===== config.mk =====
export PLATFORM = sky130hd
export DESIGN_NAME = irqc_raise_ack
export DESIGN_NICKNAME = d
export VERILOG_FILES = /design/src/rtl/irqc_pkg.sv /design/src/rtl/irqc_decode.sv /design/src/rtl/irqc_status.sv /design/src/rtl/irqc_notify.sv /design/src/rtl/irqc_raise_ack.sv
export SDC_FILE = /design/constraint.sdc
export NUM_CORES = 1
export LEC_CHECK = 0
export ABC_AREA = 1
export ABC_CLOCK_PERIOD_IN_PS = 2150
export CORE_UTILIZATION = 45
export DETAILED_ROUTE_END_ITERATION = 8
export DONT_BUFFER_PORTS = 1
export SLEW_MARGIN = 5
export SYNTH_ARGS = -nofsm -noshare
export SYNTH_HDL_FRONTEND = slang
export SYNTH_HIERARCHICAL = 1
export SYNTH_SLANG_ARGS = --single-unit

===== constraint.sdc =====
create_clock -name clk -period 2.15 [get_ports clk]
set_input_delay 0.645 -clock clk [delete_from_list [all_inputs] [get_ports clk]]
set_output_delay 0.645 -clock clk [all_outputs]
set_load 0.1 [all_outputs]

===== src/rtl/irqc_pkg.sv =====
package irqc_pkg;
  // Register byte offsets that software decodes
  localparam int unsigned OFS_STATUS = 32'h24;
  localparam int unsigned OFS_RAISE  = 32'h60;
  localparam int unsigned OFS_ACK    = 32'h64;

  typedef enum logic [1:0] {
    ACC_NONE   = 2'd0,
    ACC_STATUS = 2'd1,
    ACC_RAISE  = 2'd2,
    ACC_ACK    = 2'd3
  } acc_e;
endpackage


===== src/rtl/irqc_decode.sv =====
module irqc_decode
  import irqc_pkg::*;
#(
  parameter int ADDR_W = 8,
  parameter int DATA_W = 32
) (
  input  logic              clk,
  input  logic              rst_n,
  input  logic              bus_sel,
  input  logic              bus_wr,
  input  logic [ADDR_W-1:0] bus_addr,
  input  logic [DATA_W-1:0] bus_wdata,
  input  logic [DATA_W-1:0] status_q,
  output logic [DATA_W-1:0] raise_bits,
  output logic [DATA_W-1:0] ack_bits,
  output logic [DATA_W-1:0] bus_rdata,
  output logic              bus_rvalid
);
  localparam logic [ADDR_W-1:0] A_STATUS = ADDR_W'(OFS_STATUS);
  localparam logic [ADDR_W-1:0] A_RAISE  = ADDR_W'(OFS_RAISE);
  localparam logic [ADDR_W-1:0] A_ACK    = ADDR_W'(OFS_ACK);

  acc_e              acc;
  logic              wr_en;
  logic              rd_en;
  logic [DATA_W-1:0] rdata_d;
  logic [DATA_W-1:0] rdata_q;
  logic              rvalid_q;

  always_comb begin
    if (bus_addr == A_STATUS)     acc = ACC_STATUS;
    else if (bus_addr == A_RAISE) acc = ACC_RAISE;
    else if (bus_addr == A_ACK)   acc = ACC_ACK;
    else                          acc = ACC_NONE;
  end

  always_comb begin
    wr_en      = bus_sel && bus_wr;
    rd_en      = bus_sel && !bus_wr;
    raise_bits = (wr_en && acc == ACC_RAISE) ? bus_wdata : '0;
    ack_bits   = (wr_en && acc == ACC_ACK)   ? bus_wdata : '0;
    // write-only and unmapped offsets read as zero
    rdata_d    = (acc == ACC_STATUS) ? status_q : '0;
  end

  always_ff @(posedge clk or negedge rst_n) begin
    if (!rst_n) begin
      rvalid_q <= 1'b0;
      rdata_q  <= '0;
    end else begin
      rvalid_q <= rd_en;
      if (rd_en) rdata_q <= rdata_d;
    end
  end

  assign bus_rdata  = rdata_q;
  assign bus_rvalid = rvalid_q;

  AST_WO_READ_ZERO: assert property (@(posedge clk) disable iff (!rst_n)
    (bus_sel && !bus_wr && (bus_addr == A_RAISE || bus_addr == A_ACK)) |=> (bus_rvalid && bus_rdata == '0));
  AST_READ_STROBE: assert property (@(posedge clk) disable iff (!rst_n)
    (bus_sel && !bus_wr) |=> bus_rvalid);
endmodule


===== src/rtl/irqc_status.sv =====
module irqc_status #(
  parameter int DATA_W = 32
) (
  input  logic              clk,
  input  logic              rst_n,
  input  logic [DATA_W-1:0] raise_bits,
  input  logic [DATA_W-1:0] ack_bits,
  input  logic [DATA_W-1:0] set_req,
  output logic [DATA_W-1:0] status_d,
  output logic [DATA_W-1:0] status_q
);
  logic [DATA_W-1:0] set_bits;
  logic              upd_en;
  logic [DATA_W-1:0] stat_r;

  always_comb begin
    set_bits = raise_bits | set_req;
    upd_en   = (|set_bits) || (|ack_bits);
    // set has priority over clear on the same bit
    status_d = (stat_r & ~ack_bits) | set_bits;
  end

  always_ff @(posedge clk or negedge rst_n) begin
    if (!rst_n)      stat_r <= '0;
    else if (upd_en) stat_r <= status_d;
  end

  assign status_q = stat_r;

  AST_RAISE_SETS: assert property (@(posedge clk) disable iff (!rst_n)
    (raise_bits != '0) |=> ((status_q & $past(raise_bits)) == $past(raise_bits)));
  AST_SETREQ_SETS: assert property (@(posedge clk) disable iff (!rst_n)
    (set_req != '0) |=> ((status_q & $past(set_req)) == $past(set_req)));
  AST_ACK_CLEARS: assert property (@(posedge clk) disable iff (!rst_n)
    (ack_bits != '0 && raise_bits == '0 && set_req == '0) |=> ((status_q & $past(ack_bits)) == '0));
  AST_HOLD_IDLE: assert property (@(posedge clk) disable iff (!rst_n)
    (raise_bits == '0 && ack_bits == '0 && set_req == '0) |=> $stable(status_q));
  AST_SET_BEATS_ACK: assert property (@(posedge clk) disable iff (!rst_n)
    ((set_req & ack_bits) != '0) |=> ((status_q & $past(set_req & ack_bits)) == $past(set_req & ack_bits)));
endmodule


===== src/rtl/irqc_notify.sv =====
module irqc_notify #(
  parameter int DATA_W = 32
) (
  input  logic              clk,
  input  logic              rst_n,
  input  logic              msg_mode,
  input  logic [DATA_W-1:0] status_d,
  input  logic [DATA_W-1:0] status_q,
  output logic              irq_level,
  output logic              irq_msg
);
  logic [DATA_W-1:0] rising;
  logic              pulse_d;
  logic              pulse_q;

  always_comb begin
    rising    = status_d & ~status_q;
    pulse_d   = msg_mode && (|rising);
    irq_level = (|status_q) && !msg_mode;
  end

  always_ff @(posedge clk or negedge rst_n) begin
    if (!rst_n) pulse_q <= 1'b0;
    else        pulse_q <= pulse_d;
  end

  assign irq_msg = pulse_q;

  AST_MSG_HAS_CAUSE: assert property (@(posedge clk) disable iff (!rst_n)
    irq_msg |-> (status_q != '0));
  AST_MSG_ONLY_IN_MODE: assert property (@(posedge clk) disable iff (!rst_n)
    irq_msg |-> $past(msg_mode));
  AST_LEVEL_OFF_IN_MSG: assert property (@(posedge clk) disable iff (!rst_n)
    msg_mode |-> !irq_level);
  AST_MSG_ON_FIRST: assert property (@(posedge clk) disable iff (!rst_n)
    (msg_mode && status_q == '0 && status_d != '0) |=> irq_msg);
endmodule


===== src/rtl/irqc_raise_ack.sv =====
module irqc_raise_ack #(
  parameter int ADDR_W = 8,
  parameter int DATA_W = 32
) (
  input  logic              clk,
  input  logic              rst_n,
  input  logic              bus_sel,
  input  logic              bus_wr,
  input  logic [ADDR_W-1:0] bus_addr,
  input  logic [DATA_W-1:0] bus_wdata,
  output logic [DATA_W-1:0] bus_rdata,
  output logic              bus_rvalid,
  input  logic [DATA_W-1:0] set_req,
  input  logic              msg_mode,
  output logic              irq_level,
  output logic              irq_msg
);
  localparam int SYNC_N = 2;

  logic [SYNC_N-1:0] rst_sync;
  logic              rst_int_n;
  logic [DATA_W-1:0] raise_bits;
  logic [DATA_W-1:0] ack_bits;
  logic [DATA_W-1:0] status_d;
  logic [DATA_W-1:0] status_q;

  // asynchronous assertion, synchronous release
  always_ff @(posedge clk or negedge rst_n) begin
    if (!rst_n) rst_sync <= '0;
    else        rst_sync <= {rst_sync[SYNC_N-2:0], 1'b1};
  end
  assign rst_int_n = rst_sync[SYNC_N-1];

  irqc_decode #(.ADDR_W(ADDR_W), .DATA_W(DATA_W)) u_decode (
    .clk        (clk),
    .rst_n      (rst_int_n),
    .bus_sel    (bus_sel),
    .bus_wr     (bus_wr),
    .bus_addr   (bus_addr),
    .bus_wdata  (bus_wdata),
    .status_q   (status_q),
    .raise_bits (raise_bits),
    .ack_bits   (ack_bits),
    .bus_rdata  (bus_rdata),
    .bus_rvalid (bus_rvalid)
  );

  irqc_status #(.DATA_W(DATA_W)) u_status (
    .clk        (clk),
    .rst_n      (rst_int_n),
    .raise_bits (raise_bits),
    .ack_bits   (ack_bits),
    .set_req    (set_req),
    .status_d   (status_d),
    .status_q   (status_q)
  );

  irqc_notify #(.DATA_W(DATA_W)) u_notify (
    .clk       (clk),
    .rst_n     (rst_int_n),
    .msg_mode  (msg_mode),
    .status_d  (status_d),
    .status_q  (status_q),
    .irq_level (irq_level),
    .irq_msg   (irq_msg)
  );
endmodule


* Word-level counts from Yosys, hierarchy flattened *
Index checks and enable logic that the tools add are counted.

word-level totals
  register bits after elaboration = 68
  bits in latches = 0
  RAM bits = 0
  bits in read-only memories = 0
  input bits = 77
  memories = 0

operators by class
  $add $sub $neg = 0
  $mul = 0
  div/mod/pow operators = 0
  magnitude comparators = 0
  equality and inequality tests = 6
  shift-type cells = 0
  mux-type cells = 6
  bitwise operators = 6
  reductions and logical operators = 13

operators with widths
  cell                                                  number
  OR reduction 32 bit                                   4
  2-to-1 mux 32 bit                                     3
  bitwise AND 32 bit                                    2
  inverter 32 bit                                       2
  bitwise OR 32 bit                                     2
  equality test 8 x 7 -> 1 bit (second input constant)  2
  equality test 8 x 6 -> 1 bit (second input constant)  1
  logical AND 1 bit                                     6
  2-to-1 mux 2 bit                                      3
  equality test 2 bit (second input constant)           2
  equality test 2 x 1 -> 1 bit (second input constant)  1
  logical NOT 1 bit                                     2
  logical OR 1 bit                                      1

* Depth between registers and ports, before layout *
Gate-level depths: netlist of run 1.

  depth in word-level cells = 13
  depth in mapped cells = 15

* By module *
Netlist of run 1, hierarchy kept.

modules (own cells, without submodules)
  module          instances  cells each  area an instance (sq um)  sequential area each (sq um)
  irqc_decode     1          325         2065.7                    825.8
  irqc_status     1          192         1481.4                    800.8
  irqc_notify     1          113         466.7                     25.0
  irqc_raise_ack  1          3           53.8                      50.0

* Least setup slack after synthesis of run 1 *
OpenSTA, ideal clock, no wires.

  path type = input-to-output
  start point = input msg_mode
  end point = output irq_level
  data arrival time = 1.898 ns
  data required time = 1.505 ns
  slack = -0.393 ns
  cell stages on the path = 1
  path buffers = 0
  cell sequence = nor2_1

on the way
  word-level cells in the longest chain between the ends = 2

ends and longest elaborated chain
  what               RTL line              RTL
  from (decl)        irqc_raise_ack.sv:14  input logic msg_mode,
  logical NOT 1 bit  irqc_notify.sv:19     irq_level = (|status_q) && !msg_mode;
  logical AND 1 bit  irqc_notify.sv:19
  to (decl)          irqc_raise_ack.sv:15  output logic irq_level,

Every way passes these cells.

* Worst setup path after layout of run 1 *
  start point = register u_status.stat_r[24], in the netlist u_status/status_q[24]
  end point = output irq_level

on the way
  word-level cells in the longest chain between the ends = 2

ends and longest elaborated chain
  what                    RTL line           RTL
  from (decl)             irqc_status.sv:14  logic [DATA_W-1:0] stat_r;
  from (signal assigned)  irqc_status.sv:25  else if (upd_en) stat_r <= status_d;
  OR reduction 32 bit     irqc_notify.sv:19
  logical AND 1 bit       irqc_notify.sv:19

Every way passes these cells.

==> summary.txt, run 1 <==
Final Hold Fails: 0
FF-to-FF path depth: 9
Residual DRC: 0
IO Pins: 112
vias in the first global route: 3708
HPWL Detailed: 6890 um
Skew-Pair Late Insertion Delay: 330 ps
Overflow after GRT: 0
GR Util All Layers: 21.8%
Initial Util: 46.6%
drt wl/cell: 12.3 um
Critical Path Start Type: register
CTS Buf Count: 9
final slew viol count: 0
fmax: 452 MHz
post-synth cell types: 14
core area: 8720 um2
Place WS: -9.61 ps
total clock sinks: 68
reg2reg start: u_status/status_q[25]
critical path capture point type: output pin
Routed WL: 9700 um
Arr. time, crit path: 1570 ps
failing checks: setup timing
Worst EP required: 1500 ps
unrepaired setup endpoints after global routing: yes
drt pass-1 iters: 5
crit path from: u_status/status_q[24]
# Max-Cap Violations: 0
number of diodes: 0
initial antenna violation count: 0
Die Ht: 97.1 um
Die Width: 97.1 um
Max FO, Critical Path: 3
pwr/cell area: 516 nW/um2
routability cong.: 0.819
num rows: 34
Layout fillers: 901
Reg clk slew, reported paths: 70 ps
most frequent cells in the layout: 218 x nand2_1, 130 x inv_1, 96 x nor2_1
Synth Register Bits: 68
TritonCTS clock tree: done
reg2reg setup slack: 890 ps
worst min path class: reg -> async
Leak: 3.05 nW
Power, Total: 2.42 mW
Reg-to-Reg End: u_notify/irq_msg
global-route wire length before repair: 16700 um
via count: 3651
commonest non-fill, non-tap cell in the layout: nand2_1
placed cell areas: 4470 um2
CP endpoint: irq_level
clock root buffer: clkbuf_8
Final nets: 752
Mapped Cells: 633
Syn-to-layout area delta: 15.4%
setup ws final: -63.4 ps
DR vias/cell: 4.64
largest net degree at the start of global routing: 66
port bufs: 0
Post-Syn Nets: 710
Max clock buf depth: 2
Syn Area/Cell: 6.43 um2
1st-iter DRT viols: 140
final instance area: 4690 um2
Mapped Area: 4070 um2
post-route clock skew: 6.18 ps
maximum vdd drop: 0.000374 V
layout cells sized above 1: 17.8%
H-tree lvl count: 3
die area: 9420 um2
sequential fraction of the synthesis area: 41.8%
Finish-stage setup viols: 1
Final Cycle Share: 103%
Setup CP Type: reg -> out
Final ANT Viol Nets: 0
outcome: finished with violations
Syn. warnings: 6
crit path time final: 2210 ps
==> stage by stage <==
stage	setup TNS [ps]	util [%]	std cells	hold WS [ps]
final	-63.4	53.8	787	184
after global routing	-143	53.8	787	216
after CTS	-0.899	53.4	783	194
after detailed placement	-9.61	51.3	766	190
after global placement	0	51.3	766	193
after floorplan	0	-	633	331
==> critical path, stage by stage (launching register included) <==
cell,delay [ps]
dfrtp_1,410
inv_2,70
nand4_1,140
nor2_2,180
nand2_1,80
nor2_1,130
nor2_2,70
buf_12,160
==> metal layers <==
| layer | vias up | global-route usage (%) | share of wire (%) |
|---|---|---|---|
| met5 | - | 0 | 0 |
| met4 | 0 | 7.12 | 1.0 |
| met3 | 8 | 3.67 | 4.5 |
| met2 | 78 | 37.1 | 48 |
| met1 | 1662 | 28.2 | 47 |
| li1 | 1903 | - | - |
==> cell usage after synthesis <==
library cell	n	area share [%]
clkbuf_1	1	0.092
nor2_1	98	9.0
inv_1	134	12
buf_2	15	1.8
nand4_1	10	1.5
nand3_1	32	3.9
or2_1	1	0.15
dfrtp_1	68	42
nand2_1	218	20
a21oi_1	1	0.12
nor2_2	49	7.5
nor3_2	2	0.49
conb_1	1	0.092
buf_6	3	0.83
==> what timing repair did <==
| action | 4_1_cts | 5_1_grt |
|---|---|---|
| gates resized for setup | 1 | 4 |
| buffers inserted | 1 | 4 |
| endpoints found under the setup margin | 1 | 1 |
| pin swaps | 4 | 4 |
| endpoints found under the hold margin | 2 | 0 |
| hold buffers | 1 | 0 |
==> logic make-up after synthesis <==
family                 synth area share (%)
other                                0.0922
buffers and inverters                  15.1
AND/OR/NAND/NOR                        42.8
AO/OA/AOI/OAI                         0.123
flip-flops                             41.8
==> sequential cells by signal, summed over array words and instances (netlist names) <==
signal / flops
rst_sync: 2
u_decode/bus_rdata: 32
u_status/status_q: 32
u_decode/bus_rvalid: 1
u_notify/irq_msg: 1
==> layout make-up <==
class,count,area (um2),share of cell area [%]
well taps,108,135,2.88
flip-flops and latches,68,1700,36.3
clock buffers,13,159,3.39
multi-input cells,412,1770,37.7
repair buffers,50,415,8.85
clock inverters,2,10.0,0.213
inverters,134,503,10.7
==> worst min path at each step <==
stage | start | to | slack [ps]
floorplan | rst_sync[0] | rst_sync[1] | 330
finish | rst_sync[1] | u_status/status_q[6] | 180
CTS | rst_sync[1] | u_decode/bus_rdata[4] | 190
global placement | rst_sync[1] | u_status/status_q[6] | 190
detailed placement | rst_sync[1] | u_status/status_q[6] | 190
global route | rst_sync[1] | u_status/status_q[6] | 220
==> power by group <==
group | switching (mW) | leakage, nW | total [mW] | internal [mW]
registers | 0.00744 | 0.776 | 1.29 | 1.28
clock network | 0.453 | 0.0893 | 0.926 | 0.473
logic | 0.146 | 2.19 | 0.202 | 0.0561
Power figures use the tool's default switching activity.
==> run 2, diff against run 1 <==
--- a/config.mk
+++ b/config.mk
@@ -5,8 +5,8 @@
 export SDC_FILE = /design/constraint.sdc
 export NUM_CORES = 1
 export LEC_CHECK = 0
-export ABC_AREA = 1
 export ABC_CLOCK_PERIOD_IN_PS = 2150
+export CAP_MARGIN = 20
 export CORE_UTILIZATION = 45
 export DETAILED_ROUTE_END_ITERATION = 8
 export DONT_BUFFER_PORTS = 1
==> summary.txt, run 2 <==
drt wl/cell: 15.3 um (+24%)
Arr. time, crit path: 1660 ps (+90 ps)
Post-Syn Nets: 560 (-21%)
Skew-Pair Late Insertion Delay: 340 ps (about the same)
Max clock buf depth: 2 (unchanged)
Worst EP required: 1500 ps (about the same)
Slew HR: 62.4%
CTS Buf Count: 9 (unchanged)
post-synth top area cell: dfrtp_1
drt pass-1 iters: 5 (unchanged)
initial antenna violation count: 0 (unchanged)
Syn Area/Cell: 7.45 um2 (+16%)
Finish-stage setup viols: 1 (unchanged)
Non-Filler Instances: 654 (-17%)
commonest non-fill, non-tap cell in the layout: nand2_1
placed cell areas: 4260 um2 (-4.8%)
Crit-path slowest cell: dfrtp_1
Layout fillers: 747 (-17%)
post-synth cell types: 21 (+7)
global-route wire length before repair: 16400 um (-1.4%)
outcome: finished with violations
Setup CP Type: reg -> out
core area: 7730 um2 (-11%)
Power, Total: 2.32 mW (-4.3%)
number of diodes: 0 (unchanged)
# Max-Cap Violations: 0 (unchanged)
DP Cell Count: 641 (-16%)
commonest cells in the netlist: 96 x nand2_1, 70 x o21ai_1, 68 x dfrtp_1
DR vias/cell: 5.08 (+9.6%)
clock root buffer: clkbuf_8
Final nets: 628 (-16%)
Least-Margin Pin Slew: 563 ps
asr flop ratio synth: 100% (unchanged)
die area: 8350 um2 (-11%)
TritonCTS clock tree: done
Synth Register Bits: 68 (unchanged)
Final Cycle Share: 107% (+4.0 points)
top post-synthesis cells by area: dfrtp_1 47%, nand2_1 10%, o21ai_1 9.7%, nor2_1 7.0%, inv_1 6.8%
Syn-to-layout area delta: 23.7%
IO Pins: 112 (unchanged)
HPWL Detailed: 7590 um (+10%)
GR Util All Layers: 25.7% (+3.9 points)
Residual DRC: 0 (unchanged)
Reg clk slew, reported paths: 70 ps (about the same)
Routed WL: 9990 um (+3.0%)
most frequent cells in the layout: 96 x nand2_1, 71 x buf_4, 70 x o21ai_1
Overflow after GRT: 0 (unchanged)
Leak: 2.30 nW (-25%)
Die Ht: 91.4 um (-5.9%)
unrepaired setup endpoints after global routing: yes
num rows: 32 (-5.9%)
top cell family by delay on the critical path: simple AND/OR/NAND/NOR gates
Final ANT Viol Nets: 0 (unchanged)
vias in the first global route: 3329 (-10%)
1st-iter DRT viols: 166 (+19%)
crit path cell chain: nor4_2, nand4_1, nor2_2, nor2_2, buf_12
Final Hold Fails: 0 (unchanged)
final instance area: 4450 um2 (-5.3%)
crit path time final: 2300 ps (+86.8 ps)
final slew viol count: 0 (unchanged)
sequential fraction of the synthesis area: 47.3% (+5.5 points)
failing checks: setup timing
routability cong.: 0.909 (+11%)
maximum vdd drop: 0.000274 V (-27%)
worst min path class: reg -> async
Mapped Cells: 483 (-24%)
Top cell by count, worst path: nor2_2
Mapped Area: 3600 um2 (-12%)
port bufs: 0 (unchanged)
layout cells sized above 1: 23.2% (+5.4 points)
ys flop type: dfrtp_1
fmax: 435 MHz (-3.8%)
largest net degree at the start of global routing: 34 (-48%)
Critical Path Start Type: register
critical path capture point type: output pin
Post CTS Setup Buffer Count: 0 (-1)
Initial Util: 46.5% (-0.11 points)
Post-synth EDFFs: 0 (unchanged)
Slowest Stage Delay on Critical Path: 450 ps (+40 ps)
Buf+Inv Stages, Crit Path: 1 (-1)
Syn. warnings: 6 (unchanged)
Die Width: 91.4 um (-5.9%)
top cell type's share of synthesized area: 47.3% (+5.5 points)
via count: 3324 (-9.0%)
final core utilization: 57.5% (+3.7 points)
H-tree lvl count: 3 (unchanged)
most common cell in the synthesized netlist: nand2_1
Max FO, Critical Path: 4 (+1)
post-route clock skew: 6.90 ps (+0.720 ps)
pwr/cell area: 521 nW/um2 (+1.1%)
setup ws final: -150 ps (-86.8 ps)
total clock sinks: 68 (unchanged)
## run 2: changes by cell type in the layout (fill, tap and decap cells not counted), sizes merged, moves of 7 or more
cell | before | now
inv | 134 | 66
nand4 | 10 | 3
nand3 | 32 | 0
o21ai | 0 | 96
nand2 | 218 | 96
buf | 49 | 76
o22ai | 0 | 16
nor2 | 147 | 99
nor4 | 0 | 12
## run 2: path summary, 6_finish.rpt
path,from,endpoint,slack (ps),cells past startpoint
min reg2reg,rst_sync[1],u_decode/bus_rdata[31],260,0
max reg2reg,u_status/status_q[10],u_notify/irq_msg,660,7
min in group clk,rst_sync[0],rst_sync[1],360,0
max,u_status/status_q[18],irq_level,-150,5
min,rst_sync[1],u_decode/bus_rdata[31],260,0
max in group asynchronous,rst_sync[1],u_decode/bus_rdata[21],1270,1
## run 2: cell families after synthesis
logic type             after synthesis  share of synthesized area, %
DFF                                 68                          47.3
AOI/OAI and AO/OA                  113                          16.4
buffers and inverters               86                          9.32
and+or+nand+nor                    215                          26.9
other                                1                         0.104
## run 2: worst register-to-register path, cell delays in order (launching register included)
cell     delay (ps)
dfrtp_1         430
buf_4           160
inv_1            60
o21ai_1          60
inv_1            50
o22ai_1         100
nor4_1          330
a41oi_1         160
## run 2: power by group
part	total (mW)	switching, mW	leakage [nW]	internal (mW)
clock	0.832	0.440	0.0710	0.392
sequential	1.30	0.0106	0.776	1.29
combinational	0.190	0.130	1.45	0.0602
total	2.32	0.580	2.30	1.74
## run 2: final cells by class
cell class / instances / area, um2 / share of cell area (%)
Sequential cell: 68 / 1700 / 38.3
Multi-Input combinational cell: 329 / 1590 / 35.7
Timing Repair Buffer: 77 / 643 / 14.5
Inverter: 66 / 248 / 5.57
Clock buffer: 11 / 131 / 2.95
Tap cell: 102 / 128 / 2.87
Clock inverter: 1 / 5.00 / 0.113
## run 2: metal layers
metal / up-vias / share of wire, % / track usage, %
met3: 21 / 4.4 / 5.70
met4: 0 / 2.4 / 9.66
li1: 1676 / - / -
met1: 1530 / 45 / 33.4
met5: - / 0 / 0
met2: 97 / 48 / 41.7
## run 2: repair_timing
item                                    CTS  global route
endpoints found under the setup margin    1             2
hold endpoints to repair                  2             0
pin swaps                                 1             0
gates resized for setup                   6             2
hold buffers                              1             0
## run 2: per-stage QoR
step	worst slack (ps)	hold slack (ps)	TNS [ps]
floorplan	-5.39	331	-5.39
CTS	-157	278	-157
finish	-150	256	-150
detailed placement	-248	268	-248
global placement	-198	278	-198
global route	-239	304	-239
==> run 3, diff against run 2 <==
--- a/config.mk
+++ b/config.mk
@@ -10,6 +10,7 @@
 export CORE_UTILIZATION = 45
 export DETAILED_ROUTE_END_ITERATION = 8
 export DONT_BUFFER_PORTS = 1
+export SKIP_CTS_REPAIR_TIMING = 1
 export SLEW_MARGIN = 5
 export SYNTH_ARGS = -nofsm -noshare
 export SYNTH_HDL_FRONTEND = slang
==> summary.txt, run 3 (synthesis results as in run 2) <==
outcome: finished with violations
IO Pins: 112 (unchanged)
Die Width: 91.4 um (unchanged)
Finish-stage setup viols: 1 (unchanged)
Reg clk slew, reported paths: 70 ps (about the same)
maximum vdd drop: 0.000274 V (about the same)
TritonCTS clock tree: done
Gate power share: 8.2% (about the same)
Least-Margin Pin Slew: 567 ps (+3.88 ps)
die area: 8350 um2 (unchanged)
initial antenna violation count: 0 (unchanged)
Layout fillers: 745 (-0.27%)
num rows: 32 (unchanged)
Skew-Pair Late Insertion Delay: 330 ps (about the same)
total clock sinks: 68 (unchanged)
largest net degree at the start of global routing: 34 (unchanged)
FF-to-FF path depth: 7 (unchanged)
port bufs: 0 (unchanged)
DR vias/cell: 5.07 (-0.30%)
placed cell areas: 4260 um2 (unchanged)
switching fraction of total power: 24.8% (-0.22 points)
Die Ht: 91.4 um (unchanged)
Setup CP Type: reg -> out
reg2reg start: u_status/status_q[10]
Non-Filler Instances: 654 (unchanged)
unrepaired setup endpoints after global routing: yes
Reg-to-Reg End: u_notify/irq_msg
Final Hold Fails: 0 (unchanged)
core area: 7730 um2 (unchanged)
clock root buffer: clkbuf_8
Leak: 2.30 nW (about the same)
post-route clock skew: 6.96 ps (+0.0602 ps)
final slew viol count: 0 (unchanged)
DP Cell Count: 641 (unchanged)
drt wl/cell: 15.2 um (-0.42%)
hold_ws: 257 ps (+1.83 ps)
commonest non-fill, non-tap cell in the layout: nand2_1
HPWL Detailed: 7590 um (unchanged)
vias in the first global route: 3293 (-1.1%)
1st-iter DRT viols: 158 (-4.8%)
failing checks: setup timing
routability cong.: 0.909 (unchanged)
final core utilization: 57.5% (-0.081 points)
Final Cycle Share: 107% (-0.12 points)
Switching Power: 0.573 mW (-1.2%)
pwr/cell area: 520 nW/um2 (-0.14%)
CP endpoint: irq_level
Residual DRC: 0 (unchanged)
Fin Setup TNS: -148 ps (+2.52 ps)
setup ws final: -148 ps (+2.52 ps)
Max FO, Critical Path: 4 (unchanged)
# Max-Cap Violations: 0 (unchanged)
Critical Path Start Type: register
reg2reg setup slack: 700 ps (+40 ps)
Max clock buf depth: 2 (unchanged)
most frequent cells in the layout: 96 x nand2_1, 71 x buf_4, 70 x o21ai_1
Power, Total: 2.31 mW (-0.28%)
drt pass-1 iters: 4 (-1)
Place WS: -248 ps (unchanged)
Worst EP required: 1500 ps (about the same)
worst min path class: reg -> async
Sequential Power Share: 56.1% (+0.2 points)
Int Power: 1.74 mW (about the same)
global-route wire length before repair: 16300 um (-1.1%)
layout cells sized above 1: 23.0% (-0.18 points)
Slew HR: 62.2% (-0.26 points)
CTS Buf Count: 9 (unchanged)
Routed WL: 9950 um (-0.42%)
Final ANT Viol Nets: 0 (unchanged)
GR Util All Layers: 25.4% (-0.31 points)
Final nets: 628 (unchanged)
crit path from: u_status/status_q[18]
number of diodes: 0 (unchanged)
critical path capture point type: output pin
Arr. time, crit path: 1650 ps (about the same)
final instance area: 4440 um2 (-0.14%)
H-tree lvl count: 3 (unchanged)
via count: 3314 (-0.30%)
Clk pwr share: 35.7% (-0.2 points)
Syn-to-layout area delta: 23.5%
Initial Util: 46.5% (unchanged)
crit path time final: 2300 ps (-2.52 ps)
fmax: 435 MHz (+0.11%)
Overflow after GRT: 0 (unchanged)
## run 3: how the worst min path moves through the flow
stage / from / endpoint
floorplan: rst_sync[0] / rst_sync[1]
global placement: rst_sync[1] / u_decode/bus_rdata[31]
detailed placement: rst_sync[1] / u_decode/bus_rdata[31]
CTS: rst_n / rst_sync[1]
global route: rst_sync[1] / u_decode/bus_rdata[31]
finish: rst_sync[1] / u_decode/bus_rdata[31]
## run 3: power groups by stage
stage	combinational (mW)	sequential [mW]	clock (mW)
after floorplan	0.0976	1.36	0
after global placement	0.184	1.32	0
after detailed placement	0.186	1.32	0
after CTS	0.187	1.30	0.861
after global routing	0.209	1.30	0.912
final	0.190	1.30	0.825
## run 3: area by class of cell
type	count	area (um2)	share of cell area, %
clock inverter	1	5.00	0.113
timing repair buffer	77	643	14.5
tap	102	128	2.87
multi-input combinational	329	1580	35.6
clock buffer	11	131	2.96
sequential	68	1700	38.3
inverter	66	248	5.58
## run 3: critical path, cell delays in order (launching register included)
cell	delay, ps
dfrtp_1	450
nor4_2	330
nand4_1	150
nor2_2	160
nor2_2	60
buf_12	160
## run 3: layer usage
metal / routed length [um] / GRT usage [%]
met5: 0 / 0
met4: 169 / 9.26
met3: 561 / 5.70
met2: 4730 / 41.0
met1: 4490 / 33.2
